## src/rtl/pwm_bitreset_pkg.sv

```systemverilog
package pwm_bitreset_pkg;
  localparam int DEF_CNT_W  = 8;
  localparam int DEF_PSC_W  = 2;
  localparam int DEF_DATA_W = 8;
  localparam int DEF_ADDR_W = 2;
  // register addresses and control field positions decoded by software
  localparam int ADDR_CTRL  = 0;
  localparam int ADDR_DUTY  = 1;
  localparam int EN_BIT     = 7;
endpackage

```

## src/rtl/pwm_regs.sv

```systemverilog
module pwm_regs
  import pwm_bitreset_pkg::*;
#(
  parameter int ADDR_W = DEF_ADDR_W,
  parameter int DATA_W = DEF_DATA_W,
  parameter int PSC_W  = DEF_PSC_W,
  parameter int DUTY_W = DEF_DATA_W - 1
) (
  input  logic              clk,
  input  logic              rst,
  input  logic [ADDR_W-1:0] bus_addr,
  input  logic              bus_we,
  input  logic [DATA_W-1:0] bus_wdata,
  output logic [DATA_W-1:0] bus_rdata,
  output logic              en,
  output logic [PSC_W-1:0]  psc,
  output logic [DUTY_W-1:0] duty
);
  localparam logic [ADDR_W-1:0] A_CTRL = ADDR_W'(ADDR_CTRL);
  localparam logic [ADDR_W-1:0] A_DUTY = ADDR_W'(ADDR_DUTY);

  logic [DATA_W-1:0] ctrl_view;
  logic [DATA_W-1:0] duty_view;
  logic [DATA_W-1:0] rd_next;

  always_ff @(posedge clk) begin
    if (rst) begin
      en   <= 1'b0;
      psc  <= '0;
      duty <= '0;
    end else if (bus_we) begin
      if (bus_addr == A_CTRL) begin
        en  <= bus_wdata[EN_BIT];
        psc <= bus_wdata[PSC_W-1:0];
      end else if (bus_addr == A_DUTY) begin
        duty <= bus_wdata[DUTY_W-1:0];
      end
    end
  end

  always_comb begin
    ctrl_view = '0;
    ctrl_view[EN_BIT] = en;
    ctrl_view[PSC_W-1:0] = psc;
    duty_view = '0;
    duty_view[DUTY_W-1:0] = duty;
    if (bus_addr == A_CTRL)      rd_next = ctrl_view;
    else if (bus_addr == A_DUTY) rd_next = duty_view;
    else                         rd_next = '0;
  end

  always_ff @(posedge clk) begin
    if (rst) bus_rdata <= '0;
    else     bus_rdata <= rd_next;
  end
endmodule

```

## src/rtl/pwm_counter.sv

```systemverilog
module pwm_counter
  import pwm_bitreset_pkg::*;
#(
  parameter int CNT_W = DEF_CNT_W,
  parameter int PSC_W = DEF_PSC_W
) (
  input  logic             clk,
  input  logic             rst,
  input  logic             en,
  input  logic             tick,
  input  logic [PSC_W-1:0] psc,
  output logic [CNT_W-1:0] cnt
);
  localparam int PSC_N = 1 << PSC_W;

  logic [CNT_W-1:0] trig_tbl [PSC_N];
  logic [CNT_W-1:0] inc;
  logic             wrap;

  // one trigger bit per prescaler setting: bit CNT_W-1-p
  for (genvar gi = 0; gi < PSC_N; gi++) begin : g_trig
    assign trig_tbl[gi] = {{(CNT_W-1){1'b0}}, 1'b1} << (CNT_W - 1 - gi);
  end

  always_comb begin
    inc  = cnt + 1'b1;
    wrap = |(inc & trig_tbl[psc]);
  end

  always_ff @(posedge clk) begin
    if (rst || !en)  cnt <= '0;
    else if (tick)   cnt <= wrap ? '0 : inc;
  end
endmodule

```

## src/rtl/pwm_compare.sv

```systemverilog
module pwm_compare
  import pwm_bitreset_pkg::*;
#(
  parameter int CNT_W  = DEF_CNT_W,
  parameter int PSC_W  = DEF_PSC_W,
  parameter int DUTY_W = DEF_CNT_W - 1
) (
  input  logic              clk,
  input  logic              rst,
  input  logic              en,
  input  logic [PSC_W-1:0]  psc,
  input  logic [DUTY_W-1:0] duty,
  input  logic [CNT_W-1:0]  cnt,
  output logic              pwm_out
);
  localparam int PSC_N = 1 << PSC_W;

  logic [CNT_W-1:0] mask_tbl [PSC_N];
  logic [CNT_W-1:0] low_bits;
  logic [CNT_W-1:0] duty_ext;
  logic             hit;

  // period-count bits below the trigger bit for each prescaler
  for (genvar gi = 0; gi < PSC_N; gi++) begin : g_mask
    assign mask_tbl[gi] = {CNT_W{1'b1}} >> (gi + 1);
  end

  always_comb begin
    low_bits = cnt & mask_tbl[psc];
    duty_ext = {{(CNT_W-DUTY_W){1'b0}}, duty};
    hit      = duty_ext > low_bits;
  end

  always_ff @(posedge clk) begin
    if (rst) pwm_out <= 1'b0;
    else     pwm_out <= en && hit;
  end
endmodule

```

## src/rtl/pwm_bitreset.sv

```systemverilog
module pwm_bitreset
  import pwm_bitreset_pkg::*;
#(
  parameter int CNT_W  = DEF_CNT_W,
  parameter int PSC_W  = DEF_PSC_W,
  parameter int ADDR_W = DEF_ADDR_W,
  parameter int DATA_W = DEF_DATA_W
) (
  input  logic              clk,
  input  logic              rst,
  input  logic              tick,
  input  logic [ADDR_W-1:0] bus_addr,
  input  logic              bus_we,
  input  logic [DATA_W-1:0] bus_wdata,
  output logic [DATA_W-1:0] bus_rdata,
  output logic              pwm_out
);
  localparam int DUTY_W = CNT_W - 1;

  logic              en_w;
  logic [PSC_W-1:0]  psc_w;
  logic [DUTY_W-1:0] duty_w;
  logic [CNT_W-1:0]  cnt_w;

  pwm_regs #(
    .ADDR_W(ADDR_W), .DATA_W(DATA_W), .PSC_W(PSC_W), .DUTY_W(DUTY_W)
  ) u_regs (
    .clk(clk), .rst(rst), .bus_addr(bus_addr), .bus_we(bus_we),
    .bus_wdata(bus_wdata), .bus_rdata(bus_rdata),
    .en(en_w), .psc(psc_w), .duty(duty_w)
  );

  pwm_counter #(.CNT_W(CNT_W), .PSC_W(PSC_W)) u_cnt (
    .clk(clk), .rst(rst), .en(en_w), .tick(tick), .psc(psc_w), .cnt(cnt_w)
  );

  pwm_compare #(.CNT_W(CNT_W), .PSC_W(PSC_W), .DUTY_W(DUTY_W)) u_cmp (
    .clk(clk), .rst(rst), .en(en_w), .psc(psc_w), .duty(duty_w),
    .cnt(cnt_w), .pwm_out(pwm_out)
  );
endmodule

```

## config.mk

```make
export PLATFORM = sky130hd
export DESIGN_NAME = pwm_bitreset
export DESIGN_NICKNAME = d
export VERILOG_FILES = /design/src/rtl/pwm_bitreset_pkg.sv /design/src/rtl/pwm_regs.sv /design/src/rtl/pwm_counter.sv /design/src/rtl/pwm_compare.sv /design/src/rtl/pwm_bitreset.sv
export SDC_FILE = /design/constraint.sdc
export NUM_CORES = 1
export LEC_CHECK = 0
export BUFFER_PORTS_ARGS = -buffer_cell sky130_fd_sc_hd__buf_2
export CORE_MARGIN = 2
export CORE_UTILIZATION = 54
export DETAILED_ROUTE_END_ITERATION = 6
export GPL_TIMING_DRIVEN = 0
export HOLD_SLACK_MARGIN = 0.08
export PLACE_DENSITY = 0.85
export SETUP_SLACK_MARGIN = 0.5
export SKIP_LAST_GASP = 1
export SYNTH_ARGS = -nofsm -noshare
export SYNTH_HDL_FRONTEND = slang
export SYNTH_SLANG_ARGS = --single-unit
```

## constraint.sdc

```tcl
create_clock -name clk -period 2.4 [get_ports clk]
set_clock_uncertainty 0.05 [all_clocks]
set_input_delay 0.12 -clock clk [delete_from_list [all_inputs] [get_ports clk]]
set_output_delay 0.12 -clock clk [all_outputs]
set_load 0.01 [all_outputs]
```

==> results of run 1 <==
power groups by stage:
stage | Sequential, mW | Combinational [mW] | Clock, mW
2_1_floorplan | 0.470 | 0.0411 | 0
3_3_place_gp | 0.471 | 0.0602 | 0
4_1_cts | 0.460 | 0.0800 | 0.200
6_report | 0.460 | 0.0833 | 0.190
5_1_grt | 0.461 | 0.0909 | 0.215
3_5_place_dp | 0.472 | 0.0638 | 0
what timing repair did:
item                                   CTS  global route
endpoints found under the hold margin   15             0
resized for setup                        9            10
pin swaps                                2            12
setup endpoints to repair                8             6
hold buffers                            12             0
buffers inserted                         4             1
stage by stage:
stage                     util (%)  std cells  power, mW  hold slack (ps)  setup WS, ps
after floorplan                  -        145      0.511              147           625
after detailed placement      64.6        194      0.535              296           363
after global routing          76.4        215      0.768              183           470
after global placement        64.6        194      0.531              292           439
after CTS                     74.1        214      0.740              176           519
final                         76.4        215      0.734              203           572
registers in the layout, summed over array words and instances (netlist names):
name,flops
u_cmp.pwm_out,1
u_regs.duty,7
u_cnt.cnt,8
u_regs.psc,2
u_regs.en,1
u_regs.bus_rdata,8
critical path, cell delays in order, from the launching register on:
cell	delay, ps
sky130_fd_sc_hd__dfxtp_4	390
sky130_fd_sc_hd__buf_6	120
sky130_fd_sc_hd__and3_4	160
sky130_fd_sc_hd__a2111o_1	400
sky130_fd_sc_hd__o211ai_1	200
sky130_fd_sc_hd__nor4_4	70
sky130_fd_sc_hd__buf_4	170
sky130_fd_sc_hd__a21oi_2	110
sky130_fd_sc_hd__o22ai_1	70
layout make-up:
type	count	area [µm²]	area share, %
multi-input combinational	105	806	46.4
buffer	4	22.5	1.30
clock buffer	4	26.3	1.51
sequential	27	548	31.5
inverter	9	33.8	1.94
timing repair buffer	38	267	15.3
tap	28	35.0	2.02
cells in the final DEF, fill, tap and decap left out, drive strengths merged, types with 2 or more instances in the layout:
cell / n
dfxtp: 27
buf: 27
nor2: 17
mux2i: 13
dlygate4sd3: 12
nand2: 11
inv: 9
a21oi: 9
ha: 8
and3: 7
clkbuf: 7
nand3: 6
o22ai: 5
nor3: 3
o21ai: 3
or2b: 3
nand4: 2
nor3b: 2
and4: 2
nor4: 2
metal layers:
layer | vias up | GRT usage (%) | share of wire, %
met4 | 0 | 8.55 | 0.84
met5 | - | 0 | 0
met2 | 41 | 41.4 | 52
met1 | 568 | 24.1 | 42
met3 | 4 | 4.44 | 5.6
li1 | 602 | - | -
how the worst min path moves through the flow:
stage           startpoint                              to  slack [ps]  cells past startpoint
2_1_floorplan          rst  u_regs.bus_rdata[0]$_SDFF_PP0_         150                      1
3_3_place_gp           rst  u_regs.bus_rdata[0]$_SDFF_PP0_         290                      2
3_5_place_dp           rst  u_regs.bus_rdata[0]$_SDFF_PP0_         300                      2
4_1_cts        bus_addr[0]  u_regs.bus_rdata[3]$_SDFF_PP0_         180                      2
5_1_grt        bus_addr[0]  u_regs.bus_rdata[3]$_SDFF_PP0_         180                      2
6_report       bus_addr[0]  u_regs.bus_rdata[3]$_SDFF_PP0_         200                      2
cell families (layout without fill, tap and decap cells):
| logic type | after synthesis | after routing | share of synthesized area, % |
|---|---|---|---|
| adders and majority gates | 8 | 8 | 7.53 |
| and+or+nand+nor | 61 | 61 | 27.0 |
| muxes | 13 | 13 | 9.78 |
| DFF | 27 | 27 | 40.6 |
| AOI/OAI and AO/OA | 22 | 22 | 10.2 |
| xor gates and xnor gates | 1 | 1 | 0.659 |
| buffers and inverters | 13 | 55 | 4.23 |
==> metrics.yaml, run 1 <==
run_status:
  status: "finished clean"
route:
  totalWireLength_mm: 2.99
  drt_first_pass_iters: 4
  route.vias.total: 1215
  drt-initial-drc-count: 13
  post-route-drc-count: 0
  mean_number_of_vias_per_cell: 5.65
  ant_nets: 0
  routedWlPerCell_um: 13.9
sta:
  slew-limit-headroom_pct: 59.0
  min_period_ps: 1830
  drv_slew: 0
  finalHoldViolCount: 0
  tightest_slew_ps: 613
  layout_worst_path_cycle_share_pct: 76.1
  max_freq_mhz: 547
  total_neg_setup_slack_ps: 0
  setup_repair_after_global_routing_missed_its_margin: "yes"
  report.final.setup_viol: 0
clocking:
  root_buffer: "sky130_fd_sc_hd__clkbuf_4"
  clock_sink_count: 27
  clk_path_buf_depth: 2
  tritoncts_clock_tree: "yes"
  cts_buffers: 3
  cts_htree_levels: 1
  worst_setup_hold_path_clk_slew_ps: 140
  clk-insertion-delay-late_ps: 310
layout:
  finish.net_count: 210
  fillCellCount: 159
  final_layout_size_suffix_gt1_share_pct: 27.3
  postLayoutCellArea_um2: 1740
  syn_to_final_growth_pct: 30.7
  num_antenna_cells: 0
yosys:
  synthesis.yosys.warnings: 0
  yosysSeqAreaShare_pct: 40.6
  netlist_area_um2: 1330
  syn_avg_cell_area_um2: 9.17
  synth_largest_area_cell: "sky130_fd_sc_hd__dfxtp_1"
  number_of_flops_mapped_to_enable_cells_by_yosys: 0
  yosys.cell_count.top_type: "sky130_fd_sc_hd__dfxtp_1"
  synthDistinctLibCells: 40
  ys_async_sr_fraction_pct: 0
  synth.top_cell.area_share_pct: 40.6
  synthFlopType: "sky130_fd_sc_hd__dfxtp_1"
  synthTopCellsByCount: "sky130_fd_sc_hd__dfxtp_1 (27), sky130_fd_sc_hd__nor2_1 (17), sky130_fd_sc_hd__mux2i_1 (13), sky130_fd_sc_hd__nand2_1 (10), sky130_fd_sc_hd__inv_1 (9)"
  post_synth_main_area_contributors: "sky130_fd_sc_hd__dfxtp_1 (41%), sky130_fd_sc_hd__mux2i_1 (9.8%), sky130_fd_sc_hd__ha_1 (7.5%)"
  synthesis.instances: 145
  yosys_register_bits: 27
  postSynthNetCount: 167
placed_design:
  buffer_ports.inserted: 21
  placed_area_um2: 1470
  detailedPlacementHpwl_mm: 2.09
  place_congestion: 0.877
worst_setup_path:
  startpoint_of_the_worst_setup_timing_path: "u_cnt.cnt[0]$_SDFFE_PP0P_"
  cp_data_arrival_time_ps: 2000
  reg2regPathDepth: 8
  critical_path_class: "reg2reg"
  timing.critical_path.fanout_max: 5
  cp-endpoint: "u_cnt.cnt[2]$_SDFFE_PP0P_"
  crit_required_ps: 2570
  element_type_at_the_critical_path_end: "register"
  reg2reg_from: "u_cnt.cnt[0]$_SDFFE_PP0P_"
  worst-r2r-setup-slack_ps: 570
  regToRegEndpoint: "u_cnt.cnt[2]$_SDFFE_PP0P_"
  startpoint_type: "register"
power_and_ir_drop:
  cellInternalPower_uw: 563
  switching_part_of_the_total_pct: 23.2
  power.static_leakage_nw: 0.731
  clock_power_share_pct: 25.9
  ir_worst_vdd_uv: 333
  power_frac_comb_pct: 11.3
  powerDensity_nw_per_um2: 422
  sequentialPowerShare_pct: 62.7
  p_sw_uw: 171
global_routing:
  antenna_found_initial: 0
  largest_net_degree_at_the_start_of_global_routing: 15
  grt_pass1_wl_mm: 4.62
  first_global_vias: 1098
  total_gr_overflow: 0
  groute.usage.overall_pct: 22.1
floorplanning:
  core_area_um2: 2280
  die_h_um: 53.6
  dieWidth_um: 53.6
  initial_utilization_pct: 58.4
  boundaryPins: 23
  row_count: 17
  die_area_um2: 2880
worst_hold_path:
  hold_crit_path_type: "in2reg"
job:
  timing.max_cap.violations: 0
Note: power is estimated with default switching activity, not from simulation.
==> run 2: changes to the inputs <==
clock period = 1.9 ns   (was 2.4 ns; I/O delays follow)
==> run 2 against run 1 <==
Effect of this change:
- first-iteration DRC count up 54%
- sequential share of layout area down 1.4 points
- routed wire length is 13% higher
- register-to-register slack worse by 520 ps
- worst setup slack lost 520 ps
- sequential cell count stayed put
- clock power rose by 31%
- total power increased by 28%
- sequential power is 26% higher
- hold slack worse by 100 ps
- fmax shrank 1.1%
- die area is the same
- largest cell class unchanged
- largest power group unchanged
- highest routed layer unchanged
==> metrics.yaml, run 2 (synthesis gave the netlist of run 1 again) <==
run_status:
  status: "finished clean"
clocking:
  cts_htree_levels: 1  # unchanged
  tritoncts_clock_tree: "yes"
  root_buffer: "sky130_fd_sc_hd__clkbuf_4"
  worst_setup_hold_path_clk_slew_ps: 140  # about the same
  clk_path_buf_depth: 2  # unchanged
  clk-insertion-delay-late_ps: 330  # +20 ps
  clock_sink_count: 27  # unchanged
  cts_buffers: 3  # unchanged
placed_design:
  place_congestion: 0.832  # -5.1%
  dp_cells: 194  # unchanged
  detailedPlacementHpwl_mm: 2.03  # -2.8%
  buffer_ports.inserted: 21  # unchanged
sta:
  layout_worst_path_cycle_share_pct: 97.3  # +21 points
  min_period_ps: 1850  # +20.7 ps
  slew-limit-headroom_pct: 51.3  # -7.7 points
  finalHoldViolCount: 0  # unchanged
  drv_slew: 0  # unchanged
  setup_repair_after_global_routing_missed_its_margin: "yes"
  report.final.setup_viol: 0  # unchanged
  max_freq_mhz: 541  # -1.1%
  tightest_slew_ps: 728  # +115 ps
layout:
  num_antenna_cells: 0  # unchanged
  finish.net_count: 216  # +2.9%
  layout_commonest_cell: "sky130_fd_sc_hd__buf_2"
  final_layout_size_suffix_gt1_share_pct: 37.8  # +11 points
  layout.cells.most_common_list: "sky130_fd_sc_hd__buf_2 (21), sky130_fd_sc_hd__dfxtp_1 (19), sky130_fd_sc_hd__nor2_1 (17)"
  fillCellCount: 136  # -14%
  syn_to_final_growth_pct: 39.7
  top_regs: "u_cnt.cnt (8), u_regs.bus_rdata (8), u_regs.duty (7)"
  finalNonFillerCells: 221  # +2.8%
route:
  route.vias.total: 1254  # +3.2%
  routedWlPerCell_um: 15.2  # +9.6%
  mean_number_of_vias_per_cell: 5.67  # +0.41%
  drt_first_pass_iters: 4  # unchanged
  totalWireLength_mm: 3.37  # +13%
  ant_nets: 0  # unchanged
  post-route-drc-count: 0  # unchanged
  drt-initial-drc-count: 20  # +7
floorplanning:
  boundaryPins: 23  # unchanged
  core_area_um2: 2280  # unchanged
  dieWidth_um: 53.6  # unchanged
  die_h_um: 53.6  # unchanged
  row_count: 17  # unchanged
  initial_utilization_pct: 58.4  # unchanged
  die_area_um2: 2880  # unchanged
worst_setup_path:
  critical_path_class: "reg2reg"
  cp_data_arrival_time_ps: 2030  # +30 ps
  element_type_at_the_critical_path_end: "register"
  timing.critical_path.fanout_max: 5  # unchanged
  crit_required_ps: 2080  # -490 ps
  startpoint_type: "register"
worst_hold_path:
  hold_crit_path_type: "in2reg"
power_and_ir_drop:
  clock_power_share_pct: 26.3  # +0.4 points
  cellInternalPower_uw: 713  # +27%
  powerDensity_nw_per_um2: 506  # +20%
  ir_worst_vdd_uv: 622  # +87%
  switching_part_of_the_total_pct: 24.2  # +0.91 points
  power.static_leakage_nw: 0.772  # +5.6%
  power_frac_comb_pct: 12.0  # +0.7 points
  sequentialPowerShare_pct: 61.7  # -1.0 points
  p_sw_uw: 227  # +33%
  report.power.total_uw: 940  # +28%
global_routing:
  antenna_found_initial: 0  # unchanged
  largest_net_degree_at_the_start_of_global_routing: 15  # unchanged
  groute.usage.overall_pct: 25.8  # +3.8 points
  first_global_vias: 1282  # +17%
  grt_pass1_wl_mm: 5.38  # +16%
  total_gr_overflow: 0  # unchanged
job:
  timing.max_cap.violations: 0  # unchanged
## run 2: cell count changes in the layout (fill, tap and decap cells not counted), sizes merged
cell / change
buf: +7
dlygate4sd3: -1
## run 2: what timing repair did
action	4_1_cts	5_1_grt
hold buffers	11	0
endpoints found under the hold margin	18	0
cloned	0	0
buffers inserted	11	1
pin swaps	10	11
endpoints found under the setup margin	9	9
gates resized for setup	14	11
## run 2: per-stage QoR
| step | utilization (%) | hold slack, ps | setup TNS [ps] | cell area [µm²] | worst slack, ps |
|---|---|---|---|---|---|
| after floorplan | - | 122 | 0 | 1380 | 273 |
| after global placement | 66.6 | 268 | 0 | 1520 | 116 |
| after detailed placement | 66.6 | 280 | 0 | 1520 | 67.3 |
| after CTS | 78.8 | 82.0 | 0 | 1790 | 76.2 |
| after global routing | 81.6 | 99.1 | -20.6 | 1860 | -17.9 |
| final | 81.6 | 101 | 0 | 1860 | 51.8 |
## run 2: worst max-delay path, cell delays in order (launching register included)
cell,delay (ps)
sky130_fd_sc_hd__dfxtp_4,410
sky130_fd_sc_hd__ha_4,160
sky130_fd_sc_hd__nand3_4,90
sky130_fd_sc_hd__or3_4,360
sky130_fd_sc_hd__a21oi_4,200
sky130_fd_sc_hd__nor4_4,80
sky130_fd_sc_hd__buf_4,170
sky130_fd_sc_hd__a21oi_4,140
sky130_fd_sc_hd__o22ai_2,90
## run 2: area by class of cell
type / instances / area (µm²) / area share, %
multi-input cells: 105 / 871 / 46.9
flip-flops and latches: 27 / 561 / 30.2
repair buffers: 44 / 309 / 16.6
well taps: 28 / 35.0 / 1.89
inverters: 9 / 33.8 / 1.82
clock buffers: 4 / 26.3 / 1.41
plain buffers: 4 / 22.5 / 1.21
## run 2: final timing paths
kind | end | cells past startpoint | from | slack [ps]
max | u_cnt.cnt[3]$_SDFFE_PP0P_ | 8 | u_cnt.cnt[0]$_SDFFE_PP0P_ | 50
min | u_cnt.cnt[0]$_SDFFE_PP0P_ | 3 | rst | 100
max reg2reg | u_cnt.cnt[3]$_SDFFE_PP0P_ | 8 | u_cnt.cnt[0]$_SDFFE_PP0P_ | 50
min reg2reg | u_regs.bus_rdata[2]$_SDFF_PP0_ | 1 | u_regs.duty[2]$_SDFFE_PP0P_ | 470
## run 2: power by group through the flow
stage | Clock (mW) | Combinational, mW | Sequential, mW
after CTS | 0.249 | 0.105 | 0.579
after detailed placement | 0 | 0.0804 | 0.594
after floorplan | 0 | 0.0528 | 0.592
final | 0.248 | 0.113 | 0.580
after global placement | 0 | 0.0766 | 0.593
after global routing | 0.264 | 0.124 | 0.581
## run 2: per-layer routing
| layer | global-route usage [%] | vias to the layer above | routed length (µm) |
|---|---|---|---|
| li1 | - | 618 | - |
| met4 | 13.7 | 0 | 108 |
| met1 | 27.1 | 590 | 1350 |
| met3 | 4.17 | 15 | 150 |
| met5 | 0 | - | 0 |
| met2 | 48.8 | 31 | 1760 |
==> run 3: changes to the inputs <==
ABC_AREA = 1   (was default)
CORE_UTILIZATION = 53   (was 54)
==> run 3 against run 2 <==
Effect of this change:
- die area down 5.0%
- final area shrank 9.0%
- synthesized area fell by 7.1%
- fmax up 24%
- sequential share of layout area is 2.5 points higher
- first-iteration DRC count down 20%
- core utilization down 5.2 points
- critical path type unchanged
- sequential cell count stayed put
- hold slack improved by 72 ps
==> metrics.yaml, run 3 <==
sta:
  setup_ws_ps: 409  # +358 ps
  min_period_ps: 1490  # -358 ps
  finalHoldViolCount: 0  # unchanged
  layout_worst_path_cycle_share_pct: 78.5  # -19 points
  report.final.setup_viol: 0  # unchanged
  total_neg_setup_slack_ps: 0  # unchanged
  slew-limit-headroom_pct: 71.8  # +21 points
  max_freq_mhz: 671  # +24%
  setup_repair_after_global_routing_missed_its_margin: "yes"
  drv_slew: 0  # unchanged
  fin_hold_ws_ps: 173  # +72.4 ps
  tightest_slew_ps: 422  # -306 ps
layout:
  num_antenna_cells: 0  # unchanged
  postLayoutCellArea_um2: 1690  # -9.0%
  syn_to_final_growth_pct: 36.9
  finish.net_count: 232  # +7.4%
  top_regs: "u_cnt.cnt (8), u_regs.bus_rdata (8), u_regs.duty (7)"
  layout.cells.most_common_list: "sky130_fd_sc_hd__nand2_1 (29), sky130_fd_sc_hd__buf_2 (22), sky130_fd_sc_hd__dfxtp_1 (21)"
  final_layout_size_suffix_gt1_share_pct: 27.8  # -10 points
  finalNonFillerCells: 237  # +7.2%
  layout_commonest_cell: "sky130_fd_sc_hd__nand2_1"
power_and_ir_drop:
  switching_part_of_the_total_pct: 26.4  # +2.3 points
  clock_power_share_pct: 27.6  # +1.3 points
  powerDensity_nw_per_um2: 582  # +15%
  cellInternalPower_uw: 724  # +1.6%
  power_frac_comb_pct: 12.5  # +0.5 points
  ir_worst_vdd_uv: 490  # -21%
  sequentialPowerShare_pct: 59.9  # -1.8 points
  p_sw_uw: 260  # +14%
  power.static_leakage_nw: 0.755  # -2.1%
worst_hold_path:
  hold_crit_path_type: "in2reg"
global_routing:
  grt_pass1_wl_mm: 4.82  # -10%
  global_route.usage.met3_pct: 3.43  # -0.74 points
  largest_net_degree_at_the_start_of_global_routing: 18  # +3
  globalRoute.busiestLayer: "met2"
  total_gr_overflow: 0  # unchanged
  antenna_found_initial: 0  # unchanged
  first_global_vias: 1196  # -6.7%
  grt_util_met1_pct: 25.0  # -2.1 points
  groute.usage.overall_pct: 24.2  # -1.6 points
  m2_gr_usage_pct: 47.5  # -1.3 points
worst_setup_path:
  cp_num_cells: 9  # +1
  worst-r2r-setup-slack_ps: 410  # +360 ps
  timing.critical_path.fanout_max: 8  # +3
  cp-endpoint: "u_cnt.cnt[1]$_SDFFE_PP0P_"
  crit_required_ps: 2130  # +50 ps
  critical_path.top_delay_family: "simple AND/OR/NAND/NOR gates"
  cp_num_buf_inv: 1  # unchanged
  element_type_at_the_critical_path_end: "register"
  critical_path_class: "reg2reg"
  startpoint_of_the_worst_setup_timing_path: "u_cnt.cnt[1]$_SDFFE_PP0P_"
  reg2reg_from: "u_cnt.cnt[1]$_SDFFE_PP0P_"
  max_stage_delay_ps: 390  # -20 ps
  regToRegEndpoint: "u_cnt.cnt[1]$_SDFFE_PP0P_"
  startpoint_type: "register"
  reg2regPathDepth: 9  # +1
  critical-path-slowest-cell: "sky130_fd_sc_hd__dfxtp_2"
  crit_chain: "buf_6 > nand2_4 > nor2_4 > nand3_2 > nand3_2 > nand2_1 > o21ai_1 > nand2_2 > nor2_1"
  cp_data_arrival_time_ps: 1720  # -310 ps
  critPathMostFrequentCell: "sky130_fd_sc_hd__nand3_2"
route:
  post-route-drc-count: 0  # unchanged
  routedWlPerCell_um: 13.3  # -13%
  drt_first_pass_iters: 4  # unchanged
  totalWireLength_mm: 3.15  # -6.5%
  drt-initial-drc-count: 16  # -20%
  ant_nets: 0  # unchanged
  mean_number_of_vias_per_cell: 5.27  # -7.0%
  route.vias.total: 1250  # -0.32%
placed_design:
  dp_cells: 217  # +12%
  placement.setup.worst_slack_ps: 264  # +197 ps
  detailedPlacementHpwl_mm: 1.97  # -2.8%
  placed_area_um2: 1380  # -9.0%
  buffer_ports.inserted: 22  # +4.8%
  place_congestion: 0.909  # +9.3%
floorplanning:
  initial_utilization_pct: 55.8  # -2.6 points
  die_area_um2: 2730  # -5.0%
  dieWidth_um: 52.3  # -2.5%
  core_area_um2: 2210  # -2.8%
  die_h_um: 52.3  # -2.5%
  row_count: 17  # unchanged
  boundaryPins: 23  # unchanged
yosys:
  yosysSeqAreaShare_pct: 43.8  # +3.1 points
  synth_largest_area_cell: "sky130_fd_sc_hd__dfxtp_1"
  yosys.cell_count.top_type: "sky130_fd_sc_hd__nand2_1"
  postSynthNetCount: 189  # +13%
  number_of_flops_mapped_to_enable_cells_by_yosys: 0  # unchanged
  synthFlopType: "sky130_fd_sc_hd__dfxtp_1"
  ys_async_sr_fraction_pct: 0  # unchanged
  post_synth_main_area_contributors: "sky130_fd_sc_hd__dfxtp_1 (44%), sky130_fd_sc_hd__nand2_1 (9.4%), sky130_fd_sc_hd__ha_1 (8.1%)"
  synthTopCellsByCount: "sky130_fd_sc_hd__nand2_1 (31), sky130_fd_sc_hd__dfxtp_1 (27), sky130_fd_sc_hd__nor2_1 (24), sky130_fd_sc_hd__inv_1 (22)"
  synth.top_cell.area_share_pct: 43.8  # +3.1 points
  syn_avg_cell_area_um2: 7.39  # -19%
  netlist_area_um2: 1230  # -7.1%
  synthDistinctLibCells: 20  # -50%
  synthesis.yosys.warnings: 0  # unchanged
  yosys_register_bits: 27  # unchanged
  synthesis.instances: 167  # +15%
clocking:
  clock_sink_count: 27  # unchanged
  root_buffer: "sky130_fd_sc_hd__clkbuf_4"
  clk-insertion-delay-late_ps: 340  # about the same
  clk_path_buf_depth: 2  # unchanged
  cts_htree_levels: 1  # unchanged
  tritoncts_clock_tree: "yes"
  worst_setup_hold_path_clk_slew_ps: 160  # +20 ps
  cts_buffers: 3  # unchanged
run_status:
  status: "finished clean"
job:
  timing.max_cap.violations: 0  # unchanged
run 3: cell types whose count changed in the layout (fill, tap and decap cells not counted), sizes merged, moves of 3 or more:
cell   before  now
a21oi       9   14
and3        7    0
buf        34   26
inv         9   24
mux2i      13    0
nand2      11   32
nand3       6   11
nor2       17   25
nor3        3    0
o21ai       3   15
o22ai       5    0
or2b        3    0
run 3: stage by stage:
| stage | utilization, % | power, mW |
|---|---|---|
| 6_report | 76.4 | 0.984 |
| 2_1_floorplan | - | 0.657 |
| 3_3_place_gp | 62.4 | 0.685 |
| 4_1_cts | 72.1 | 0.971 |
| 3_5_place_dp | 62.4 | 0.691 |
| 5_1_grt | 76.4 | 1.03 |
run 3: cell families after synthesis:
group,after synthesis,share of synthesized area (%)
AO/OA/AOI/OAI,35,15.5
adder cells (fa/ha/maj),8,8.11
buffers and inverters,26,7.90
XOR/XNOR,3,2.13
AND/OR/NAND/NOR,68,22.6
flip-flops,27,43.8
run 3: worst reg2reg max path, delay by kind of cell (launching register included):
kind	cells	cell delay [ps]
flip-flops	1	390
AO/OA/AOI/OAI	1	140
AND/OR/NAND/NOR	7	730
buffers and inverters	1	120
run 3: worst min path at each step:
stage                start                        endpoint  slack [ps]  depth (start not counted)
3_3_place_gp           rst          u_regs.en$_SDFFE_PP0P_         250                          2
3_5_place_dp           rst          u_regs.en$_SDFFE_PP0P_         260                          2
2_1_floorplan          rst          u_regs.en$_SDFFE_PP0P_         110                          1
6_report       bus_addr[1]  u_regs.bus_rdata[3]$_SDFF_PP0_         170                          4
4_1_cts        bus_addr[1]  u_regs.bus_rdata[3]$_SDFF_PP0_         140                          4
5_1_grt        bus_addr[1]  u_regs.bus_rdata[3]$_SDFF_PP0_         200                          4
run 3: timing repair:
action                                  4_1_cts  5_1_grt
hold buffers                                 12        0
pin swaps                                     8       13
resized for setup                            13       24
endpoints found under the setup margin        9       16
hold endpoints to repair                     14        0
setup buffers                                 3        1
run 3: power by group through the flow:
| stage | Combinational (mW) | Sequential, mW | Clock, mW |
|---|---|---|---|
| floorplan | 0.0573 | 0.600 | 0 |
| global placement | 0.0851 | 0.600 | 0 |
| detailed placement | 0.0907 | 0.600 | 0 |
| CTS | 0.111 | 0.587 | 0.272 |
| global route | 0.140 | 0.591 | 0.296 |
| finish | 0.123 | 0.589 | 0.272 |
run 3: area by class of cell:
cell class | instances | area, µm²
flip-flops and latches | 27 | 553
clock buffers | 3 | 22.5
repair buffers | 38 | 274
clock inverters | 1 | 8.76
multi-input cells | 114 | 697
inverters | 23 | 86.3
well taps | 28 | 35.0
fillers | 167 | 522
plain buffers | 3 | 13.8
run 3: per-layer routing:
metal / part of all wire (%) / up-vias
li1: - / 625
met1: 42 / 596
met2: 55 / 23
met3: 2.3 / 6
met4: 1.5 / 0
met5: 0 / -
